===== config.mk =====
export PLATFORM = sky130hd
export DESIGN_NAME = pbus_pair
export DESIGN_NICKNAME = d
export VERILOG_FILES = /design/src/rtl/pbus_pkg.sv /design/src/rtl/pbus_decode.sv /design/src/rtl/pbus_regbank.sv /design/src/rtl/pbus_slave.sv /design/src/rtl/pbus_pair.sv
export SDC_FILE = /design/constraint.sdc
export NUM_CORES = 1
export LEC_CHECK = 0
export BUFFER_PORTS_ARGS = -buffer_cell sky130_fd_sc_hd__buf_2
export CORE_ASPECT_RATIO = 1.2
export CORE_UTILIZATION = 50
export CTS_CLUSTER_DIAMETER = 40
export DETAILED_ROUTE_END_ITERATION = 10
export PLACE_DENSITY = 0.76
export SETUP_SLACK_MARGIN = 0.02
export SYNTH_ARGS = -nofsm -noshare
export SYNTH_HDL_FRONTEND = slang
export SYNTH_SLANG_ARGS = --single-unit

===== constraint.sdc =====
create_clock -name clk -period 1.6 [get_ports clk]
set_input_delay 0.16 -clock clk [delete_from_list [all_inputs] [get_ports clk]]
set_output_delay 0.16 -clock clk [all_outputs]
set_load 0.005 [all_outputs]

===== src/rtl/pbus_pkg.sv =====
// Package: shared widths and the register index type for the peripheral
// register slave. Assumes a 16-bit data bus made of 8-bit lanes.
package pbus_pkg;
    localparam int ADDR_W = 14;
    localparam int DATA_W = 16;
    localparam int LANE_W = 8;
    localparam int STRB_W = DATA_W / LANE_W;
    localparam int NREG   = 4;
    localparam int OFF_W  = $clog2(NREG);

    typedef enum logic [OFF_W-1:0] {
        REG_CTRL = 2'd0,
        REG_STAT = 2'd1,
        REG_DATA = 2'd2,
        REG_SCR  = 2'd3
    } reg_idx_e;
endpackage


===== src/rtl/pbus_decode.sv =====
// Module: pbus_decode
// Turns a word address into a window hit and a register index.
// Assumes that BASE + NREG - 1 fits in the address width. BASE need not
// be aligned to NREG.
module pbus_decode
    import pbus_pkg::*;
#(
    parameter logic [ADDR_W-1:0] BASE = '0
) (
    input  logic              en,
    input  logic [ADDR_W-1:0] addr,
    output logic              hit,
    output reg_idx_e          idx
);
    localparam logic [ADDR_W:0] LIMIT = {1'b0, BASE} + NREG;

    logic [ADDR_W-1:0] rel;

    // Offset of the address from the base, and the window test.
    always_comb begin
        rel = addr - BASE;
        hit = en && ({1'b0, addr} >= {1'b0, BASE}) && ({1'b0, addr} < LIMIT);
        idx = reg_idx_e'(rel[OFF_W-1:0]);
    end
endmodule


===== src/rtl/pbus_regbank.sv =====
// Module: pbus_regbank
// Holds the writable registers (control, data, scratch) and forms the
// read-only status word. A write goes to the byte lanes whose strobe bit is
// set and is committed at the clock edge. Assumes that wr_sel is already
// qualified by the enable and the window hit.
module pbus_regbank
    import pbus_pkg::*;
#(
    parameter logic [LANE_W-1:0] ID = '0
) (
    input  logic              clk,
    input  logic              rst_n,
    input  logic              wr_sel,
    input  reg_idx_e          idx,
    input  logic [STRB_W-1:0] we,
    input  logic [DATA_W-1:0] wdata,
    output logic [DATA_W-1:0] ctrl_q,
    output logic [DATA_W-1:0] stat_w,
    output logic [DATA_W-1:0] data_q,
    output logic [DATA_W-1:0] scr_q
);
    logic [DATA_W-1:0] lane_mask;
    logic              wr;

    // Widen each strobe bit into a mask for its byte lane.
    for (genvar b = 0; b < STRB_W; b++) begin : g_lane
        assign lane_mask[b*LANE_W +: LANE_W] = {LANE_W{we[b]}};
    end

    assign wr = wr_sel && (|we);

    // Byte-merge the write into the register the index selects.
    always_ff @(posedge clk) begin
        if (!rst_n) begin
            ctrl_q <= '0;
            data_q <= '0;
            scr_q  <= '0;
        end else if (wr) begin
            unique case (idx)
                REG_CTRL: ctrl_q <= (ctrl_q & ~lane_mask) | (wdata & lane_mask);
                REG_DATA: data_q <= (data_q & ~lane_mask) | (wdata & lane_mask);
                REG_SCR:  scr_q  <= (scr_q  & ~lane_mask) | (wdata & lane_mask);
                default:  ;
            endcase
        end
    end

    // Status word: the ID byte, then a flag for a non-zero data word.
    always_comb begin
        stat_w = '0;
        stat_w[DATA_W-1 -: LANE_W] = ID;
        stat_w[0] = |data_q;
    end

    a_r1_reset_clears: assert property (@(posedge clk)
        !rst_n |=> (ctrl_q == '0) && (data_q == '0) && (scr_q == '0));

    a_r7_status_write_ignored: assert property (@(posedge clk) disable iff (!rst_n)
        (wr && idx == REG_STAT) |=> $stable(ctrl_q) && $stable(data_q) && $stable(scr_q));

    a_r5_no_strobe_holds: assert property (@(posedge clk) disable iff (!rst_n)
        !wr |=> $stable(ctrl_q) && $stable(data_q) && $stable(scr_q));

    a_r5_low_lane_only: assert property (@(posedge clk) disable iff (!rst_n)
        (wr && idx == REG_SCR && we == 2'b01) |=>
        (scr_q[15:8] == $past(scr_q[15:8])) && (scr_q[7:0] == $past(wdata[7:0])));
endmodule


===== src/rtl/pbus_slave.sv =====
// Module: pbus_slave
// One register slave: window decode, register bank and a combinational
// read mux that drives zero unless this slave is hit. Assumes that the
// caller ORs its read data with that of the other slaves.
module pbus_slave
    import pbus_pkg::*;
#(
    parameter logic [ADDR_W-1:0] BASE = '0,
    parameter logic [LANE_W-1:0] ID   = '0
) (
    input  logic              clk,
    input  logic              rst_n,
    input  logic              en,
    input  logic [ADDR_W-1:0] addr,
    input  logic [STRB_W-1:0] we,
    input  logic [DATA_W-1:0] wdata,
    output logic [DATA_W-1:0] rdata,
    output logic              hit
);
    reg_idx_e          idx;
    logic [DATA_W-1:0] ctrl_q, stat_w, data_q, scr_q;

    pbus_decode #(.BASE(BASE)) u_dec (
        .en   (en),
        .addr (addr),
        .hit  (hit),
        .idx  (idx)
    );

    pbus_regbank #(.ID(ID)) u_bank (
        .clk    (clk),
        .rst_n  (rst_n),
        .wr_sel (hit),
        .idx    (idx),
        .we     (we),
        .wdata  (wdata),
        .ctrl_q (ctrl_q),
        .stat_w (stat_w),
        .data_q (data_q),
        .scr_q  (scr_q)
    );

    // Same-cycle read mux, forced to zero when not selected.
    always_comb begin
        rdata = '0;
        if (hit) begin
            unique case (idx)
                REG_CTRL: rdata = ctrl_q;
                REG_STAT: rdata = stat_w;
                REG_DATA: rdata = data_q;
                REG_SCR:  rdata = scr_q;
                default:  rdata = '0;
            endcase
        end
    end

    a_r3_idle_zero: assert property (@(posedge clk) disable iff (!rst_n)
        !en |-> (rdata == '0));

    a_r4_miss_zero: assert property (@(posedge clk) disable iff (!rst_n)
        !hit |-> (rdata == '0));
endmodule


===== src/rtl/pbus_pair.sv =====
// Module: pbus_pair
// Places NSLV register slaves at distinct bases and merges their read
// buses with a bitwise OR. Assumes that the windows do not overlap.
module pbus_pair
    import pbus_pkg::*;
#(
    parameter int                       NSLV  = 2,
    parameter logic [NSLV*ADDR_W-1:0]   BASES = {14'h0100, 14'h0040},
    parameter logic [NSLV*LANE_W-1:0]   IDS   = {8'hB2, 8'hA1}
) (
    input  logic              clk,
    input  logic              rst_n,
    input  logic              bus_en,
    input  logic [13:0]       bus_addr,
    input  logic [1:0]        bus_we,
    input  logic [15:0]       bus_wdata,
    output logic [15:0]       bus_rdata
);
    logic [DATA_W-1:0] slv_rdata [NSLV];
    logic [NSLV-1:0]   slv_hit;

    for (genvar s = 0; s < NSLV; s++) begin : g_slv
        pbus_slave #(
            .BASE (BASES[s*ADDR_W +: ADDR_W]),
            .ID   (IDS[s*LANE_W +: LANE_W])
        ) u_slv (
            .clk   (clk),
            .rst_n (rst_n),
            .en    (bus_en),
            .addr  (bus_addr),
            .we    (bus_we),
            .wdata (bus_wdata),
            .rdata (slv_rdata[s]),
            .hit   (slv_hit[s])
        );
    end

    // Wired-OR of all slave read buses.
    always_comb begin
        bus_rdata = '0;
        for (int s = 0; s < NSLV; s++) begin
            bus_rdata = bus_rdata | slv_rdata[s];
        end
    end

    a_r10_single_hit: assert property (@(posedge clk) disable iff (!rst_n)
        $onehot0(slv_hit));
endmodule


==> flow_metrics.env, run 1 <==
export IMPL_status="finished with violations"
export IMPL_failed_checks="setup timing"
export IMPL_ant_nets=0
export IMPL_initial_core_util=0.518
export IMPL_grt_pass1_vias=4227
export IMPL_cellPowerDensity_nw_per_um2=857
export IMPL_placement_io_buffers=50
export IMPL_cts_hold_buf=0
export IMPL_hp_class="input port to flop"
export IMPL_dpl_worst_slack_ps=3.37
export IMPL_yosysTopAreaCell="dfxtp_1"
export IMPL_power_frac_comb=0.064
export IMPL_globalplace_congestion=0.847
export IMPL_worst_slew_pin_slew_ps=406
export IMPL_grt_overflow_total=0
export IMPL_cts_tree="done"
export IMPL_std_cell_rows=39
export IMPL_fp_dieArea_sq_um=10300
export IMPL_antenna_found_initial=0
export IMPL_rrSetupSlack_ps=820
export IMPL_grt_pass1_wl_um=21500
export IMPL_grt_usage=0.264
export IMPL_vias=4550
export IMPL_synth_commonest_cells="96 x dfxtp_1, 70 x nand3_1, 64 x o21ai_0"
export IMPL_core_area_sq_um=9560
export IMPL_drt_iter0_drc=437
export IMPL_io_pin_count=51
export IMPL_synth_edf_count=0
export IMPL_p_clk_frac=0.463
export IMPL_cts_root_buffer="clkbuf_16"
export IMPL_cp_required_ps=1440
export IMPL_setup_ws_ps=-262
export IMPL_synth_area_leaders="dfxtp_1 39%, mux2i_1 11%, a21boi_1 9.4%"
export IMPL_clkTransAtPathRegs_ps=60
export IMPL_synth_warnings=0
export IMPL_layout_drive_gt1_share=0.254
export IMPL_crit_path_end_kind="primary output"
export IMPL_firstDrtPassIters=5
export IMPL_netSwitchingFraction=0.215
export IMPL_worst_clock_skew_ps=0
export IMPL_fmax_mhz=537
export IMPL_p_sw_mw=1.08
export IMPL_p_seq_frac=0.473
export IMPL_total_power_mw=5.05
export IMPL_drc=0
export IMPL_cts_buffers=9
export IMPL_cp_max_fo=3
export IMPL_ir_worst_vdd_mv=0.618
export IMPL_p_leak_nw=2.10
export IMPL_path_class="flop to primary output"
export IMPL_ys_flop_type="dfxtp_1"
export IMPL_synth_top_area_share=0.388
export IMPL_nets=648
export IMPL_routed_wl_um=13500
export IMPL_synthCells=568
export IMPL_vias_per_cell=6.14
export IMPL_critical_path_arrival_ps=1700
export IMPL_avgSynthCellArea_sq_um=8.72
export IMPL_htreeDepth=3
export IMPL_fin_crit_sh=1.16
export IMPL_cts_path_max_buffers=2
export IMPL_hpwl_um=8920
export IMPL_rsz0062_at_grt="yes"
export IMPL_seq_area_frac_synth=0.388
export IMPL_wire_per_inst_um=18.2
export IMPL_syn_nets=603
export IMPL_drv_cap=0
export IMPL_area_growth_syn_to_layout_pct=19.0
export IMPL_synth_async_reset_ratio=0
export IMPL_clock_sinks=96
export IMPL_relSlewSlack=0.730
export IMPL_hold_viol_final=0
export IMPL_clock_latency_ps=330
export IMPL_yosysMostFrequentCell="dfxtp_1"
export IMPL_die_x_um=92.9
export IMPL_ys_types=40
export IMPL_period_minus_slack_ps=1860
export IMPL_internal_power_mw=3.97
export IMPL_final_max_slew_viol_count=0
export IMPL_ys_seq_elements=96
export IMPL_n_antenna_cell=0
export IMPL_netlist_area_sq_um=4950
export IMPL_grt_max_degree=113
export IMPL_setup_violations=1
export IMPL_start_kind="flop"
export IMPL_die_h_um=111
==> critical path: stages, from the launching register on <==
cell and delay [ps]:
dfxtp_2 350, nor4_4 290, buf_4 150, nand4_1 120, o21bai_1 210, o32ai_2 110, buf_2 140
==> layout by cell type, fill, tap and decap left out, types with 16 or more instances in the layout <==
cell	count
mux2i_1	49
o21ai_0	64
nand3_1	70
o22ai_1	16
a21oi_1	23
dfxtp_1	87
a21boi_1	62
nor2_1	25
buf_4	22
buf_2	49
nand2_1	49
==> area by class of cell <==
type	count	area [sq um]
fill	810	3670
multi-input combinational	416	2770
sequential	96	1930
timing repair buffer	89	701
clock buffer	11	253
tap	123	154
clock inverter	5	78.8
inverter	1	3.75
==> kinds of logic after synthesis <==
| group | count (synthesis) | share of synthesized area |
|---|---|---|
| multiplexers | 63 | 0.129 |
| AND/OR/NAND/NOR | 174 | 0.180 |
| buffers and inverters | 56 | 0.0818 |
| flip-flops | 96 | 0.388 |
| AO/OA/AOI/OAI | 179 | 0.221 |
==> per-stage QoR <==
step	cells	cell area, sq um	hold slack, ps	TNS [ps]	utilization
after floorplan	568	4950	307	0	-
after global placement	722	5350	443	0	0.560
after detailed placement	722	5350	451	0	0.560
after CTS	740	5770	104	-266	0.603
after global routing	741	5900	113	-378	0.616
final	741	5900	113	-262	0.616
==> layer usage <==
| metal | track usage | vias to the layer above | share of wire |
|---|---|---|---|
| met2 | 0.402 | 228 | 0.47 |
| met1 | 0.371 | 2159 | 0.44 |
| met4 | 0.0903 | 0 | 0.015 |
| li1 | - | 2145 | - |
| met5 | 0 | - | 0 |
| met3 | 0.0514 | 18 | 0.077 |
==> power by group through the flow <==
stage / clock network (mW) / logic, mW / registers [mW]
2_1_floorplan: 0 / 0.175 / 2.44
3_3_place_gp: 0 / 0.296 / 2.44
6_report: 2.34 / 0.323 / 2.39
5_1_grt: 2.47 / 0.344 / 2.39
4_1_cts: 2.36 / 0.306 / 2.39
3_5_place_dp: 0 / 0.302 / 2.44
==> timing repair <==
item / in CTS / in global routing
pin swaps: 9 / 12
setup buffers: 2 / 1
endpoints found under the setup margin: 3 / 13
gates resized for setup: 15 / 28
==> path summary, 6_finish.rpt <==
path              cells past startpoint      endpoint          start
setup reg to reg                      2          flop           flop
hold / removal                        3          flop  bus_wdata[12]
hold reg to reg                       2          flop           flop
setup / recovery                      6  bus_rdata[0]           flop
(Power assumes the default switching activity.)
==> inputs of run 2 (changes only) <==
PLACE_DENSITY = 0.69   (was 0.76)
==> flow_metrics.env, run 2 (synthesis results as in run 1) <==
export IMPL_nets=650
export IMPL_path_buf_inv=1
export IMPL_clock_sinks=96
export IMPL_p_clk_frac=0.455
export IMPL_cellPowerDensity_nw_per_um2=848
export IMPL_grt_max_degree=57
export IMPL_worst_slew_pin_slew_ps=310
export IMPL_drv_cap=0
export IMPL_ir_worst_vdd_mv=0.496
export IMPL_cpPeakStageDelay_ps=350
export IMPL_path_class="flop to primary output"
export IMPL_final_cell_mix="92 x dfxtp_1, 70 x nand3_1, 64 x o21ai_0"
export IMPL_vias_per_cell=6.14
export IMPL_hpwl_um=9130
export IMPL_grt_pass1_vias=4175
export IMPL_period_minus_slack_ps=1810
export IMPL_ant_nets=0
export IMPL_placement_io_buffers=50
export IMPL_cpLargestDelayFamily="simple AND/OR/NAND/NOR gates"
export IMPL_cp_required_ps=1440
export IMPL_globalplace_congestion=0.807
export IMPL_final_common_cell="dfxtp_1"
export IMPL_cts_root_buffer="clkbuf_16"
export IMPL_drt_iter0_drc=444
export IMPL_fin_crit_sh=1.13
export IMPL_wire_per_inst_um=18.4
export IMPL_htreeDepth=3
export IMPL_hold_viol_final=0
export IMPL_rsz0062_at_grt="yes"
export IMPL_clock_latency_ps=340
export IMPL_netSwitchingFraction=0.216
export IMPL_failed_checks="setup timing"
export IMPL_internal_power_mw=3.91
export IMPL_clkTransAtPathRegs_ps=60
export IMPL_fp_dieArea_sq_um=10300
export IMPL_placed_cells=722
export IMPL_vias=4549
export IMPL_hp_class="input port to flop"
export IMPL_area_growth_syn_to_layout_pct=18.7
export IMPL_drc=0
export IMPL_n_antenna_cell=0
export IMPL_start_kind="flop"
export IMPL_antenna_found_initial=0
export IMPL_setup_ws_ps=-213
export IMPL_die_x_um=92.9
export IMPL_cts_hold_buf=0
export IMPL_p_leak_nw=2.10
export IMPL_status="finished with violations"
export IMPL_grt_overflow_total=0
export IMPL_fin_cells=741
export IMPL_cts_buffers=9
export IMPL_cpMaxStageDelayCell="dfxtp_1"
export IMPL_cp_max_fo=3
export IMPL_cts_path_max_buffers=2
export IMPL_std_cell_rows=39
export IMPL_crit_path_end_kind="primary output"
export IMPL_crit_chain="nor4_4 > nand4_1 > o21bai_1 > o32ai_1 > buf_2"
export IMPL_cts_tree="done"
export IMPL_fmax_mhz=552
export IMPL_core_area_sq_um=9560
export IMPL_p_sw_mw=1.08
export IMPL_fill_cells=808
export IMPL_firstDrtPassIters=5
export IMPL_dpl_worst_slack_ps=-61.4
export IMPL_total_power_mw=4.99
export IMPL_setup_violations=2
export IMPL_critical_path_arrival_ps=1650
export IMPL_final_max_slew_viol_count=0
export IMPL_grt_pass1_wl_um=21300
export IMPL_routed_wl_um=13600
export IMPL_layout_drive_gt1_share=0.251
export IMPL_die_h_um=111
export IMPL_worst_clock_skew_ps=0
export IMPL_relSlewSlack=0.791
export IMPL_power_frac_comb=0.066
export IMPL_initial_core_util=0.518
export IMPL_grt_usage=0.263
export IMPL_p_seq_frac=0.479
export IMPL_io_pin_count=51
==> run 2: cell count changes in the layout (fill, tap and decap cells not counted), sizes merged <==
cell	before	now
buf	89	91
clkbuf	11	10
clkinv	3	2
==> run 2: through the flow <==
step / utilization / setup TNS, ps / hold slack, ps / instance area (sq um)
final: 0.615 / -287 / 110 / 5880
after global placement: 0.560 / -1.45 / 443 / 5350
after global routing: 0.615 / -475 / 117 / 5880
after CTS: 0.599 / -242 / 107 / 5720
after detailed placement: 0.560 / -214 / 447 / 5350
after floorplan: - / 0 / 307 / 4950
==> run 2: worst paths after layout <==
kind,start,to,slack (ps),cells after the start
worst max-delay path,flop,bus_rdata[0],-210,5
worst min-delay path,bus_wdata[13],flop,110,3
worst max register to register,flop,flop,740,4
worst min register to register,flop,flop,460,2
==> run 2: area by class of cell <==
class,count,area [sq um],share of cell area
Timing Repair Buffer,91,707,0.120
Multi-Input combinational cell,416,2780,0.473
Tap cell,123,154,0.0262
Clock buffer,10,239,0.0406
Inverter,1,3.75,0.000638
Clock inverter,4,70.1,0.0119
Sequential cell,96,1930,0.328
==> run 2: power by group through the flow <==
| stage | registers (mW) | clock network, mW | logic, mW |
|---|---|---|---|
| finish | 2.39 | 2.27 | 0.329 |
| global route | 2.39 | 2.38 | 0.347 |
| CTS | 2.39 | 2.27 | 0.315 |
| detailed placement | 2.44 | 0 | 0.311 |
| global placement | 2.44 | 0 | 0.306 |
| floorplan | 2.44 | 0 | 0.175 |
==> run 2: layer usage <==
| layer | routed length (um) | vias to the layer above | track usage |
|---|---|---|---|
| li1 | - | 2139 | - |
| met1 | 6320 | 2216 | 0.387 |
| met2 | 6230 | 173 | 0.391 |
| met3 | 865 | 21 | 0.0418 |
| met4 | 235 | 0 | 0.0872 |
| met5 | 0 | - | 0 |
==> run 2: timing repair <==
| action | CTS | global route |
|---|---|---|
| resized for setup | 11 | 27 |
| buffers inserted | 2 | 3 |
| pin swaps | 8 | 14 |
| endpoints found under the setup margin | 15 | 12 |
==> run 2: worst min-delay path: cells and delay by family <==
family | cells | cell delay [ps]
AOI/OAI and AO/OA | 1 | 50
buffers and inverters | 1 | 130
and+or+nand+nor | 1 | 70
==> inputs of run 3 (changes only) <==
clock period = 1.96 ns   (was 1.6 ns; I/O delays follow)
==> flow_metrics.env, run 3 (synthesis results as in run 1) <==
export IMPL_layout_drive_gt1_share=0.191
export IMPL_fill_cells=878
export IMPL_cpMaxStageDelayCell="or4b_2"
export IMPL_p_clk_frac=0.428
export IMPL_globalplace_congestion=0.782
export IMPL_final_common_cell="dfxtp_1"
export IMPL_cts_hold_buf=0
export IMPL_p_seq_frac=0.508
export IMPL_hpwl_um=8770
export IMPL_worst_slew_pin_slew_ps=532
export IMPL_cts_buffers=9
export IMPL_clock_sinks=96
export IMPL_grt_max_degree=113
export IMPL_final_max_slew_viol_count=0
export IMPL_grt_overflow_total=0
export IMPL_area_growth_syn_to_layout_pct=11.3
export IMPL_vias_per_cell=6.03
export IMPL_ant_nets=0
export IMPL_relSlewSlack=0.645
export IMPL_setup_violations=0
export IMPL_drc=0
export IMPL_internal_power_mw=3.00
export IMPL_setup_ws_ps=32.5
export IMPL_final_cell_mix="94 x dfxtp_1, 70 x nand3_1, 64 x o21ai_0"
export IMPL_cts_path_max_buffers=2
export IMPL_clock_latency_ps=340
export IMPL_post_cts_buffers=0
export IMPL_grt_usage=0.263
export IMPL_cellPowerDensity_nw_per_um2=696
export IMPL_cpPeakStageDelay_ps=680
export IMPL_dpl_worst_slack_ps=218
export IMPL_multi_input_area_sq_um=2700
export IMPL_crit_chain="or4b_2 > o21bai_1 > o32ai_1 > buf_2"
export IMPL_firstDrtPassIters=6
export IMPL_initial_core_util=0.518
export IMPL_clkTransAtPathRegs_ps=60
export IMPL_cts_tree="done"
export IMPL_p_sw_mw=0.840
export IMPL_period_minus_slack_ps=1930
export IMPL_final_cell_area_sq_um=5510
export IMPL_n_antenna_cell=0
export IMPL_placement_io_buffers=50
export IMPL_drt_iter0_drc=579
export IMPL_p_leak_nw=1.96
export IMPL_crit_path_end_kind="primary output"
export IMPL_fin_crit_sh=0.983
export IMPL_fp_dieArea_sq_um=10300
export IMPL_htreeDepth=3
export IMPL_cp_required_ps=1760
export IMPL_netSwitchingFraction=0.219
export IMPL_ir_worst_vdd_mv=0.368
export IMPL_routed_wl_um=13300
export IMPL_io_pin_count=51
export IMPL_cp_max_fo=3
export IMPL_critical_path_arrival_ps=1730
export IMPL_hp_class="input port to flop"
export IMPL_fin_tns_setup_ps=0
export IMPL_power_frac_comb=0.064
export IMPL_std_cell_rows=39
export IMPL_grt_pass1_wl_um=21300
export IMPL_status="finished clean"
export IMPL_die_h_um=111
export IMPL_antenna_found_initial=0
export IMPL_start_kind="flop"
export IMPL_fmax_mhz=519
export IMPL_seqCellArea_sq_um=1920
export IMPL_hold_viol_final=0
export IMPL_wire_per_inst_um=18.4
export IMPL_path_class="flop to primary output"
export IMPL_core_area_sq_um=9560
export IMPL_drv_cap=0
export IMPL_vias=4348
export IMPL_place_area_sq_um=5180
export IMPL_grt_pass1_vias=4126
export IMPL_cts_root_buffer="clkbuf_16"
export IMPL_rsz0062_at_grt="yes"
export IMPL_worst_clock_skew_ps=0
export IMPL_die_x_um=92.9
export IMPL_nets=632
[run 3: critical path, delay by kind of cell (launching register included)]
kind | cells | cell delay, ps
buffers and inverters | 1 | 140
flip-flops | 1 | 320
AND/OR/NAND/NOR | 1 | 680
AO/OA/AOI/OAI | 2 | 250
[run 3: final cells by class]
cell class                      count  area share
Clock buffer                       10      0.0415
Clock inverter                      2     0.00635
Inverter                            1    0.000681
Multi-Input combinational cell    416       0.489
Sequential cell                    96       0.349
Tap cell                          123      0.0279
Timing Repair Buffer               73      0.0858
[run 3: stage by stage]
stage / cells / power, mW / utilization / hold slack [ps]
after global routing: 721 / 3.94 / 0.577 / 150
after detailed placement: 709 / 2.24 / 0.542 / 452
after global placement: 709 / 2.23 / 0.542 / 442
after CTS: 721 / 3.86 / 0.574 / 142
final: 721 / 3.84 / 0.577 / 148
after floorplan: 568 / 2.14 / - / 343
[run 3: worst paths after layout]
| path | cells after the start | startpoint | slack [ps] | to |
|---|---|---|---|---|
| max reg2reg | 2 | flop | 1200 | flop |
| max | 4 | flop | 30 | bus_rdata[0] |
| min reg2reg | 2 | flop | 460 | flop |
| min | 3 | bus_wdata[7] | 150 | flop |
[run 3: routing by layer]
layer  routed length [um]  GRT usage
met1                 6200      0.387
met2                 5980      0.393
met3                  926     0.0542
met4                  146     0.0615
met5                    0          0
[run 3: timing repair]
| action | in CTS | in global routing |
|---|---|---|
| gates cloned | 0 | 0 |
| endpoints found under the setup margin | 1 | 1 |
| pin swaps | 0 | 5 |
| gates resized for setup | 6 | 6 |
[run 3: power groups by stage]
stage | combinational (mW) | clock (mW) | sequential (mW)
detailed placement | 0.242 | 0 | 1.99
finish | 0.247 | 1.64 | 1.95
global route | 0.264 | 1.73 | 1.95
CTS | 0.242 | 1.67 | 1.95
global placement | 0.237 | 0 | 1.99
floorplan | 0.143 | 0 | 1.99
